File: config.mk
export PLATFORM = sky130hd
export DESIGN_NAME = spi_sclk_gen
export DESIGN_NICKNAME = d
export VERILOG_FILES = /design/src/rtl/spi_sclk_gen_pkg.sv /design/src/rtl/spi_sclk_ratio.sv /design/src/rtl/spi_sclk_count.sv /design/src/rtl/spi_sclk_wave.sv /design/src/rtl/spi_sclk_gen.sv
export SDC_FILE = /design/constraint.sdc
export NUM_CORES = 1
export LEC_CHECK = 0
export BUFFER_PORTS_ARGS = -buffer_cell sky130_fd_sc_hd__buf_2
export CAP_MARGIN = 20
export CELL_PAD_IN_SITES_DETAIL_PLACEMENT = 0
export CELL_PAD_IN_SITES_GLOBAL_PLACEMENT = 1
export CORE_MARGIN = 3
export CORE_UTILIZATION = 48
export DETAILED_ROUTE_END_ITERATION = 10
export PLACE_DENSITY = 0.81
export SETUP_SLACK_MARGIN = 0.2
export SYNTH_ARGS = -nofsm -noshare
export SYNTH_HDL_FRONTEND = slang
export SYNTH_SLANG_ARGS = --single-unit
File: constraint.sdc
create_clock -name clk_ref_i -period 3.9 [get_ports clk_ref_i]
set_input_delay 0.39 -clock clk_ref_i [delete_from_list [all_inputs] [get_ports clk_ref_i]]
set_output_delay 0.39 -clock clk_ref_i [all_outputs]
set_load 0.005 [all_outputs]
File: src/rtl/spi_sclk_gen_pkg.sv
package spi_sclk_gen_pkg;

  typedef enum logic {
    GRAN_POW2   = 1'b0,
    GRAN_LINEAR = 1'b1
  } gran_e;

  typedef struct packed {
    logic lead;
    logic trail;
  } sclk_edge_t;

endpackage

File: src/rtl/spi_sclk_ratio.sv
module spi_sclk_ratio
  import spi_sclk_gen_pkg::*;
#(
  parameter int CLKD_W = 4,
  parameter int EXT_W  = 8,
  parameter int CNT_W  = 16
) (
  input  logic              fine_i,
  input  logic [CLKD_W-1:0] clkd_i,
  input  logic [EXT_W-1:0]  ext_i,
  output logic [CNT_W-1:0]  ratio_o,
  output logic [CNT_W-1:0]  half_o
);
  localparam int FINE_W = CLKD_W + EXT_W;

  logic [CNT_W-1:0] pow2_ratio;
  logic [CNT_W-1:0] lin_ratio;
  logic [FINE_W-1:0] lin_code;

  assign lin_code   = {ext_i, clkd_i};
  assign pow2_ratio = CNT_W'(1) << clkd_i;
  assign lin_ratio  = CNT_W'(lin_code) + CNT_W'(1);

  always_comb begin
    unique case (gran_e'(fine_i))
      GRAN_LINEAR: ratio_o = lin_ratio;
      default:     ratio_o = pow2_ratio;
    endcase
  end

  // active phase length: ceil(N/2)
  assign half_o = (ratio_o >> 1) + CNT_W'(ratio_o[0]);

endmodule

File: src/rtl/spi_sclk_count.sv
module spi_sclk_count #(
  parameter int CNT_W = 16
) (
  input  logic             clk_i,
  input  logic             rst_ni,
  input  logic             en_i,
  input  logic [CNT_W-1:0] ratio_req_i,
  input  logic [CNT_W-1:0] half_req_i,
  output logic             run_o,
  output logic [CNT_W-1:0] cnt_o,
  output logic [CNT_W-1:0] ratio_o,
  output logic [CNT_W-1:0] half_o
);
  logic at_end;

  assign at_end = (cnt_o == ratio_o - CNT_W'(1));

  always_ff @(posedge clk_i or negedge rst_ni) begin
    if (!rst_ni) begin
      run_o   <= 1'b0;
      cnt_o   <= '0;
      ratio_o <= CNT_W'(1);
      half_o  <= CNT_W'(1);
    end else if (!en_i) begin
      run_o <= 1'b0;
      cnt_o <= '0;
    end else if (!run_o || at_end) begin
      // period start: adopt the requested setting
      run_o   <= 1'b1;
      cnt_o   <= '0;
      ratio_o <= ratio_req_i;
      half_o  <= half_req_i;
    end else begin
      cnt_o <= cnt_o + CNT_W'(1);
    end
  end

endmodule

File: src/rtl/spi_sclk_wave.sv
module spi_sclk_wave
  import spi_sclk_gen_pkg::*;
#(
  parameter int CNT_W = 16
) (
  input  logic             clk_i,
  input  logic             run_i,
  input  logic [CNT_W-1:0] cnt_i,
  input  logic [CNT_W-1:0] ratio_i,
  input  logic [CNT_W-1:0] half_i,
  input  logic             pol_i,
  input  logic             pha_i,
  output logic             sclk_o,
  output logic             rise_o,
  output logic             fall_o,
  output logic             launch_o,
  output logic             capture_o
);
  logic       pass;
  logic       active;
  logic       level;
  sclk_edge_t edg;

  assign pass   = run_i && (ratio_i == CNT_W'(1));
  assign active = cnt_i < half_i;
  assign level  = run_i ? (pol_i ^ active) : pol_i;

  assign edg.lead  = run_i && (cnt_i == '0);
  assign edg.trail = run_i && (pass || (cnt_i == half_i));

  always_comb begin
    if (pass) sclk_o = pol_i ^ clk_i;
    else      sclk_o = level;
  end

  always_comb begin
    if (pol_i) begin
      rise_o = edg.trail;
      fall_o = edg.lead;
    end else begin
      rise_o = edg.lead;
      fall_o = edg.trail;
    end
    if (pha_i) begin
      capture_o = edg.trail;
      launch_o  = edg.lead;
    end else begin
      capture_o = edg.lead;
      launch_o  = edg.trail;
    end
  end

endmodule

File: src/rtl/spi_sclk_gen.sv
module spi_sclk_gen #(
  parameter int CLKD_W = 4,
  parameter int EXT_W  = 8
) (
  input  logic              clk_ref_i,
  input  logic              rst_ni,
  input  logic              en_i,
  input  logic              fine_i,
  input  logic [CLKD_W-1:0] clkd_i,
  input  logic [EXT_W-1:0]  ext_i,
  input  logic              pol_i,
  input  logic              pha_i,
  output logic              sclk_o,
  output logic              rise_stb_o,
  output logic              fall_stb_o,
  output logic              launch_stb_o,
  output logic              capture_stb_o
);
  localparam int POW2_BITS = (1 << CLKD_W);
  localparam int LIN_BITS  = CLKD_W + EXT_W + 1;
  localparam int CNT_W     = (POW2_BITS > LIN_BITS) ? POW2_BITS : LIN_BITS;

  logic [CNT_W-1:0] ratio_req, half_req;
  logic [CNT_W-1:0] cnt_q, ratio_q, half_q;
  logic             run_q;

  spi_sclk_ratio #(.CLKD_W(CLKD_W), .EXT_W(EXT_W), .CNT_W(CNT_W)) ratio_i (
    .fine_i  (fine_i),
    .clkd_i  (clkd_i),
    .ext_i   (ext_i),
    .ratio_o (ratio_req),
    .half_o  (half_req)
  );

  spi_sclk_count #(.CNT_W(CNT_W)) count_i (
    .clk_i       (clk_ref_i),
    .rst_ni      (rst_ni),
    .en_i        (en_i),
    .ratio_req_i (ratio_req),
    .half_req_i  (half_req),
    .run_o       (run_q),
    .cnt_o       (cnt_q),
    .ratio_o     (ratio_q),
    .half_o      (half_q)
  );

  spi_sclk_wave #(.CNT_W(CNT_W)) wave_i (
    .clk_i     (clk_ref_i),
    .run_i     (run_q),
    .cnt_i     (cnt_q),
    .ratio_i   (ratio_q),
    .half_i    (half_q),
    .pol_i     (pol_i),
    .pha_i     (pha_i),
    .sclk_o    (sclk_o),
    .rise_o    (rise_stb_o),
    .fall_o    (fall_stb_o),
    .launch_o  (launch_stb_o),
    .capture_o (capture_stb_o)
  );

endmodule

Word-level counts from Yosys, hierarchy flattened
Index checks and enable logic that the tools add are counted.

Register bits: 49. Input port bits: 18. Output and inout bits: 5. Word-level logic and storage cells: 35.

Add/subtract/negate cells: 4. $lt $le $gt $ge: 1. Equality and inequality tests: 4. Shift operators: 1. Multiplexer cells: 11. Bitwise operators: 2. Reduce and logical (&&, ||, !) cells: 8.

Operators with widths (count): $mux W16 (3); $eq A16 B16 Y1 (2); $add A15 B1 Y16 (1); $add A16 B1 Y16 const B (1); $eq A16 B1 Y1 const B (1); $logic_not A16 Y1 (1); $lt A16 B16 Y1 (1); $shl A1 B4 Y16 const A (1); $sub A16 B1 Y16 const B (1); $add A12 B1 Y13 const B (1); $mux W1 (8); $logic_and A1 B1 Y1 (3); $logic_or A1 B1 Y1 (2); $ne A2 B1 Y1 const B (1); $reduce_and A2 Y1 (1); $xor A1 B1 Y1 (2); $logic_not A1 Y1 (1).

Logic depth before layout (Yosys ltp)
Gate-level depths: netlist of run 1.

Depth after elaboration: 5. Gate-level depth with buffers: 11.

Cells and area by module
From an unflattened synthesis of run 1, not the netlist that was laid out.

Cells, all modules: 531. Area, all modules: 4561.9 sq um.

Modules (own cells, without submodules): spi_sclk_count (instances 1, cells each 340, area each 3183.1 sq um, sequential area each 1228.7 sq um); spi_sclk_ratio (instances 1, cells each 110, area each 812.0 sq um, sequential area each 0.0 sq um); spi_sclk_wave (instances 1, cells each 81, area each 566.8 sq um, sequential area each 0.0 sq um).

==> results of run 1 <==
-- logic make-up (layout without fill, tap and decap cells) --
| group | Yosys count | after routing | synth area share |
|---|---|---|---|
| flops | 49 | 49 | 0.3149 |
| simple gates | 158 | 158 | 0.2248 |
| fa+ha+maj | 28 | 28 | 0.08980 |
| buf+inv | 53 | 70 | 0.05773 |
| compound gates | 61 | 61 | 0.1187 |
| mux | 33 | 33 | 0.09076 |
| xor+xnor | 46 | 46 | 0.1033 |
-- metrics by stage --
stage                     std cells  worst slack [ps]  instance area [um^2]  power, mW
after floorplan                 428             975.5                  3901     0.8628
after detailed placement        534             637.6                  4073     0.9668
after global routing            547             226.6                  4229      1.488
after CTS                       547             505.6                  4229      1.419
after global placement          534             717.1                  4073     0.9570
final                           547             467.5                  4229      1.401
-- critical path: cells and delay by family (launching register included) --
kind | cells | cell delay (ps)
compound gates | 2 | 340
buf+inv | 1 | 130
flops | 1 | 500
simple gates | 4 | 1650
-- synthesized netlist by cell type, drive strengths merged, types with 4 or more instances --
library cell | instances | area (um^2)
mux2 | 19 | 214.0
buf | 4 | 41.29
inv | 31 | 116.4
clkbuf | 18 | 67.56
o31ai | 4 | 30.03
a31oi | 5 | 31.28
a21oi | 10 | 50.05
dfrtp | 47 | 1176
nand2b | 5 | 31.28
or4 | 7 | 56.30
and3 | 9 | 56.30
or3 | 5 | 31.28
o211ai | 6 | 45.04
nand4 | 17 | 106.4
nand2 | 22 | 82.58
ha | 28 | 350.3
xnor2 | 18 | 157.7
o21ai | 9 | 45.04
xor2 | 28 | 245.2
nand4b | 4 | 35.03
nor4b | 4 | 35.03
nand3 | 21 | 105.1
nor2b | 6 | 37.54
nor2 | 33 | 123.9
nor4 | 8 | 50.05
mux2i | 14 | 140.1
-- state kept, by name, indices dropped and copies added, names as in the netlist --
name	flops
count_i.cnt_o	16
count_i.ratio_o	16
count_i.run_o	1
count_i.half_o	16
-- cell type report --
| class | instances | area [um^2] |
|---|---|---|
| clock inverters | 3 | 28.78 |
| clock buffers | 11 | 132.6 |
| fillers | 749 | 3578 |
| multi-input cells | 326 | 2447 |
| well taps | 102 | 127.6 |
| inverters | 31 | 116.4 |
| flip-flops and latches | 49 | 1229 |
| repair buffers | 25 | 147.6 |
-- per-layer routing --
| layer | vias up | track usage |
|---|---|---|
| li1 | 1582 | - |
| met1 | 1561 | 0.2962 |
| met2 | 67 | 0.3479 |
| met3 | 15 | 0.03597 |
| met4 | 0 | 0.09597 |
| met5 | - | 0 |
-- power breakdown --
part	internal, mW	switching [mW]
registers	0.553	0.0503
logic	0.147	0.196
clock network	0.233	0.223
total	0.932	0.469
-- worst max path at each step --
stage	endpoint	cells past startpoint
after floorplan	count_i.half_o[11]	9
after global placement	count_i.ratio_o[1]	9
after detailed placement	count_i.ratio_o[1]	9
after CTS	fall_stb_o	7
after global routing	rise_stb_o	7
final	fall_stb_o	7
==> summary.md, run 1 <==
| Metric | Value |
|---|---|
| Crit Path Class | `flop to primary output` |
| Period utilisation layout | `0.8801` |
| Via count | `3225` |
| Clk slew on worst S/H paths | `100 ps` |
| Register bit total from synthesis | `~50` |
| Avg Inst Size Synth | `9.115 um^2` |
| Max-cap viol count | `0` |
| Largest fanout on the critical path | `9` |
| First-pass GRT wire length | `15.45 mm` |
| Wirelength per Cell | `~17 um` |
| Die Span X | `roughly 96 um` |
| Pwr per Cell Area | `331.3 nW/um^2` |
| HP Class | `input port to async pin` |
| Worst-margin pin slew | `a little under 800 ps` |
| Post-synth ARST share | `1.000` |
| Initial antenna violation count | `0` |
| Largest net degree at the start of global routing | `50` |
| Critical Path, Cell by Cell | `or4_1, nor4b_1, nand4b_1, o41ai_1, nand2_1, o21ai_0, buf_2` |
| Met2 routed WL | `between 4 and 5 mm` |
| Yosys warning total | `0` |
| Hold Vio Cnt, Final | `0` |
| Io pins | `23` |
| CP peak stage delay | `620 ps` |
| Clock skew | `about 15 ps` |
| Final net count | `489` |
| TritonRoute pass-1 iters | `5` |
| Area Growth Syn to Fin | `8.403%` |
| Max Freq | `291.3 MHz` |
| Initial DRC count | `157` |
| Final Util | `0.5417` |
| Status | `finished, final reports clean` |
| Critical Path End Type | `primary output` |
| Reg2reg setup slack | `600 ps` |
| IO Port Bufs | `22` |
| Worst EP required | `3510 ps` |
| Post-cts resize count | `0` |
| Most frequent cells in the layout | `dfrtp_1, nor2_1, inv_1` |
| Vias/cell | `5.896` |
| Mapped Nets | `474` |
| Post-route ant nets | `0` |
| Vias in the first global route | `~3000` |
| Endpoints failing setup | `0` |
| Final Critical Period | `3433 ps` |
| WL met1 | `4.297 mm` |
| Setup crit start | `count_i.ratio_o[6]` |
| Total Routing Usage GR | `0.2204` |
| Post-Syn Instances | `428` |
| Initial Util | `0.4997` |
| Clock tree from TritonCTS | `yes` |
| Postcts setup bufs | `0` |
| DRC | `0` |
| Top layer in use | `met4` |
| Worst R2R Start | `count_i.ratio_o[1]` |
| Die height | `96.16 um` |
| Rel. slew slack | `0.4670` |
| Worst skew pair latency | `420 ps` |
| Setup tns final | `0 ps` |
| Layout cells sized above 1 | `0.1056` |
| RSZ-0062 raised after global routing | `no` |
| RePlAce Congestion | `0.8818` |
| Fin. max-slew vios | `0` |
| Critical Path Slowest Stage Cell | `or4_1` |
| RR Endpoint | `count_i.ratio_o[1]` |
| Core area | `7807 um^2` |
| Most common cell after layout, fill and taps aside | `dfrtp_1` |
| Crit path DAT | `3040 ps` |
| Met3 WL | `around 360 um` |
| Main synth FF type | `dfrtp_1` |
| Synth cell types | `58` |
| Final WL | `about 9.3 mm` |
| Cell area after synthesis | `just under 4000 um^2` |
| Cts hold-fix bufs | `0` |
| FP Rows | `32` |
| Hold Slack | `44.13 ps` |
| Crit start category | `flop` |
| ANT cells | `0` |
| Worst r2r path cells | `9` |
| GR Overflow Total | `0` |
| Post-DP HPWL | `7.277 mm` |
| Seq/Total Area, Yosys | `0.3149` |
| Worst-case vdd ir drop | `between 0.15 and 0.2 mV` |
| Post-synth EDFFs | `0` |
| Total Die Area | `9246 um^2` |
| Leakage | `approximately 1.9 nW` |
Note: power is estimated with default switching activity, not from simulation.
==> inputs of run 2 (changes only) <==
--- a/config.mk
+++ b/config.mk
@@ -9,6 +9,7 @@
 export CAP_MARGIN = 20
 export CELL_PAD_IN_SITES_DETAIL_PLACEMENT = 0
 export CELL_PAD_IN_SITES_GLOBAL_PLACEMENT = 1
+export CORE_ASPECT_RATIO = 0.8
 export CORE_MARGIN = 3
 export CORE_UTILIZATION = 48
 export DETAILED_ROUTE_END_ITERATION = 10
==> run 2 against run 1 <==
  * Utilization is 1.9 points higher
  * Flip-flop and latch count stayed put
  * Hold slack better by 110 ps
  * Clock skew is 7.3 ps lower
  * Sequential share of layout area fell by 0.37 points
  * Fmax increased by 0.16%
  * Critical endpoint unchanged
==> summary.md, run 2 (synthesis results as in run 1) <==
| Metric | Value |
|---|---|
| Register share of total power | `0.430 (about the same)` |
| IO Port Bufs | `22 (unchanged)` |
| Largest regs | `count_i.cnt_o: 16 flops, count_i.half_o: 16 flops, count_i.ratio_o: 16 flops (unchanged)` |
| TritonRoute pass-1 iters | `5 (unchanged)` |
| Postcts setup bufs | `0 (unchanged)` |
| Pint | `948.3 uW (was 932.4 uW)` |
| Max-cap viol count | `0 (unchanged)` |
| M2 GR Usage | `0.3063 (was 0.3479)` |
| Die height | `86.64 um (was 96.16 um)` |
| Worst skew pair latency | `410 ps (was 420 ps)` |
| GR Overflow Total | `0 (unchanged)` |
| Crit start category | `flop (unchanged)` |
| Cells after DPL | `540 (was 534)` |
| Clock tree from TritonCTS | `yes (unchanged)` |
| Layout cells sized above 1 | `0.1133 (was 0.1056)` |
| Final Critical Period | `3427 ps (was 3433 ps)` |
| Top Usage Layer GRT | `met1 (was met2)` |
| Period utilisation layout | `0.8787 (was 0.8801)` |
| Switch Pwr | `457.3 uW (was 468.7 uW)` |
| Max Freq | `291.8 MHz (was 291.3 MHz)` |
| Reg2reg setup slack | `740 ps (was 600 ps)` |
| Total Routing Usage GR | `0.2180 (was 0.2204)` |
| Met1 Usage GRT | `0.3330 (was 0.2962)` |
| Hold Vio Cnt, Final | `0 (unchanged)` |
| Area Growth Syn to Fin | `9.814% (was 8.403%)` |
| Via count | `3258 (was 3225)` |
| Layout Cells excl Fill | `555 (was 547)` |
| Worst-case vdd ir drop | `0.2268 mV (was 0.1568 mV)` |
| Final net count | `494 (was 489)` |
| Switch share | `0.3254 (was 0.3345)` |
| Core area | `7637 um^2 (was 7807 um^2)` |
| Total power | `1.406 mW (was 1.401 mW)` |
| FP Rows | `28 (was 32)` |
| Clock skew | `7.382 ps (was 14.67 ps)` |
| Wirelength per Cell | `17.46 um (was 17.07 um)` |
| Endpoints failing setup | `0 (unchanged)` |
| RSZ-0062 raised after global routing | `no (unchanged)` |
| Final Util | `0.5609 (was 0.5417)` |
| Multi-input gate area | `2447 um^2 (unchanged)` |
| Fin. max-slew vios | `0 (unchanged)` |
| Initial DRC count | `176 (was 157)` |
| Status | `finished, final reports clean (unchanged)` |
| RePlAce Congestion | `0.8419 (was 0.8818)` |
| DRC | `0 (unchanged)` |
| Cts hold-fix bufs | `0 (unchanged)` |
| Vias in the first global route | `3065 (was 3011)` |
| Post-DP HPWL | `7.384 mm (was 7.277 mm)` |
| Fillers | `711 (was 749)` |
| Total Die Area | `9252 um^2 (was 9246 um^2)` |
| FF+latch area | `1229 um^2 (unchanged)` |
| Post-cts resize count | `0 (unchanged)` |
| Post-route ant nets | `0 (unchanged)` |
| Initial Util | `0.5108 (was 0.4997)` |
| Critical Path End Type | `primary output (unchanged)` |
| Final WL | `9.691 mm (was 9.335 mm)` |
| DP Worst Slack | `777.7 ps (was 637.6 ps)` |
| ANT cells | `0 (unchanged)` |
| Initial antenna violation count | `0 (unchanged)` |
| Cell area after layout | `4284 um^2 (was 4229 um^2)` |
| Largest fanout on the critical path | `9 (unchanged)` |
| Crit Path Class | `flop to primary output (unchanged)` |
| GR Util met3 | `0.05063 (was 0.03597)` |
| Rel. slew slack | `0.4879 (was 0.4670)` |
| Hold Slack | `154.3 ps (was 44.13 ps)` |
| Pwr per Cell Area | `328.1 nW/um^2 (was 331.3 nW/um^2)` |
| Most common cell after layout, fill and taps aside | `dfrtp_1 (unchanged)` |
| Leakage | `1.897 nW (was 1.869 nW)` |
| First-pass GRT wire length | `15.75 mm (was 15.45 mm)` |
| DP Area | `4099 um^2 (was 4073 um^2)` |
| Io pins | `23 (unchanged)` |
| Worst EP required | `3510 ps (about the same)` |
| Worst-margin pin slew | `766.4 ps (was 779.3 ps)` |
| Setup tns final | `0 ps (unchanged)` |
| Crit path DAT | `3040 ps (about the same)` |
| Clock power frac | `0.316 (was 0.325)` |
| Most frequent cells in the layout | `dfrtp_1, nor2_1, inv_1 (unchanged)` |
| Die Span X | `106.8 um (was 96.16 um)` |
| HP Class | `input port to flop (was input port to async pin)` |
| Clk slew on worst S/H paths | `90 ps (was 100 ps)` |
| Final worst slack | `473.0 ps (was 467.5 ps)` |
| Vias/cell | `5.870 (was 5.896)` |
| Logic gate share of total power | `0.255 (was 0.245)` |
| Largest net degree at the start of global routing | `50 (unchanged)` |
[run 2: changes by cell type in the layout (fill, tap and decap cells not counted), sizes merged]
cell	change
dlygate4sd3	+1
buf	+4
inv	-2
clkbuf	+1
clkinv	+1
[run 2: area by class of cell]
| type | count | share of cell area |
|---|---|---|
| clock buffer | 12 | 0.03417 |
| clock inverter | 2 | 0.003213 |
| inverter | 31 | 0.02716 |
| multi-input combinational | 326 | 0.5713 |
| sequential | 49 | 0.2868 |
| tap | 105 | 0.03067 |
| timing repair buffer | 30 | 0.04673 |
[run 2: worst max-delay path, stage by stage (launching register included)]
cell	delay, ps
dfrtp_1	460
or4_1	660
nor4b_1	390
nand4b_1	370
o41ai_1	240
nand2_1	200
o21ai_0	180
buf_2	140
[run 2: final timing paths]
kind | startpoint | end | cells after the start
worst min register to register | count_i.half_o[1] | count_i.half_o[1] | 1
worst max register to register | count_i.ratio_o[2] | count_i.cnt_o[4] | 7
worst max-delay path | count_i.ratio_o[2] | fall_stb_o | 7
min in group asynchronous | rst_ni | count_i.cnt_o[8] | 2
worst min-delay path | en_i | count_i.run_o | 1
max in group asynchronous | rst_ni | count_i.ratio_o[0] | 3
[run 2: per-layer routing]
layer / routed length [um] / vias up
met2: 3997 / 94
met1: 4865 / 1556
li1: - / 1598
met5: 0 / -
met4: 104 / 0
met3: 723 / 10
[run 2: power groups by stage]
stage / clock [mW] / sequential, mW / combinational, mW
3_5_place_dp: 0.00976 / 0.612 / 0.352
6_report: 0.444 / 0.604 / 0.358
4_1_cts: 0.454 / 0.602 / 0.354
5_1_grt: 0.479 / 0.611 / 0.404
2_1_floorplan: 0.00895 / 0.591 / 0.263
3_3_place_gp: 0.00976 / 0.610 / 0.344
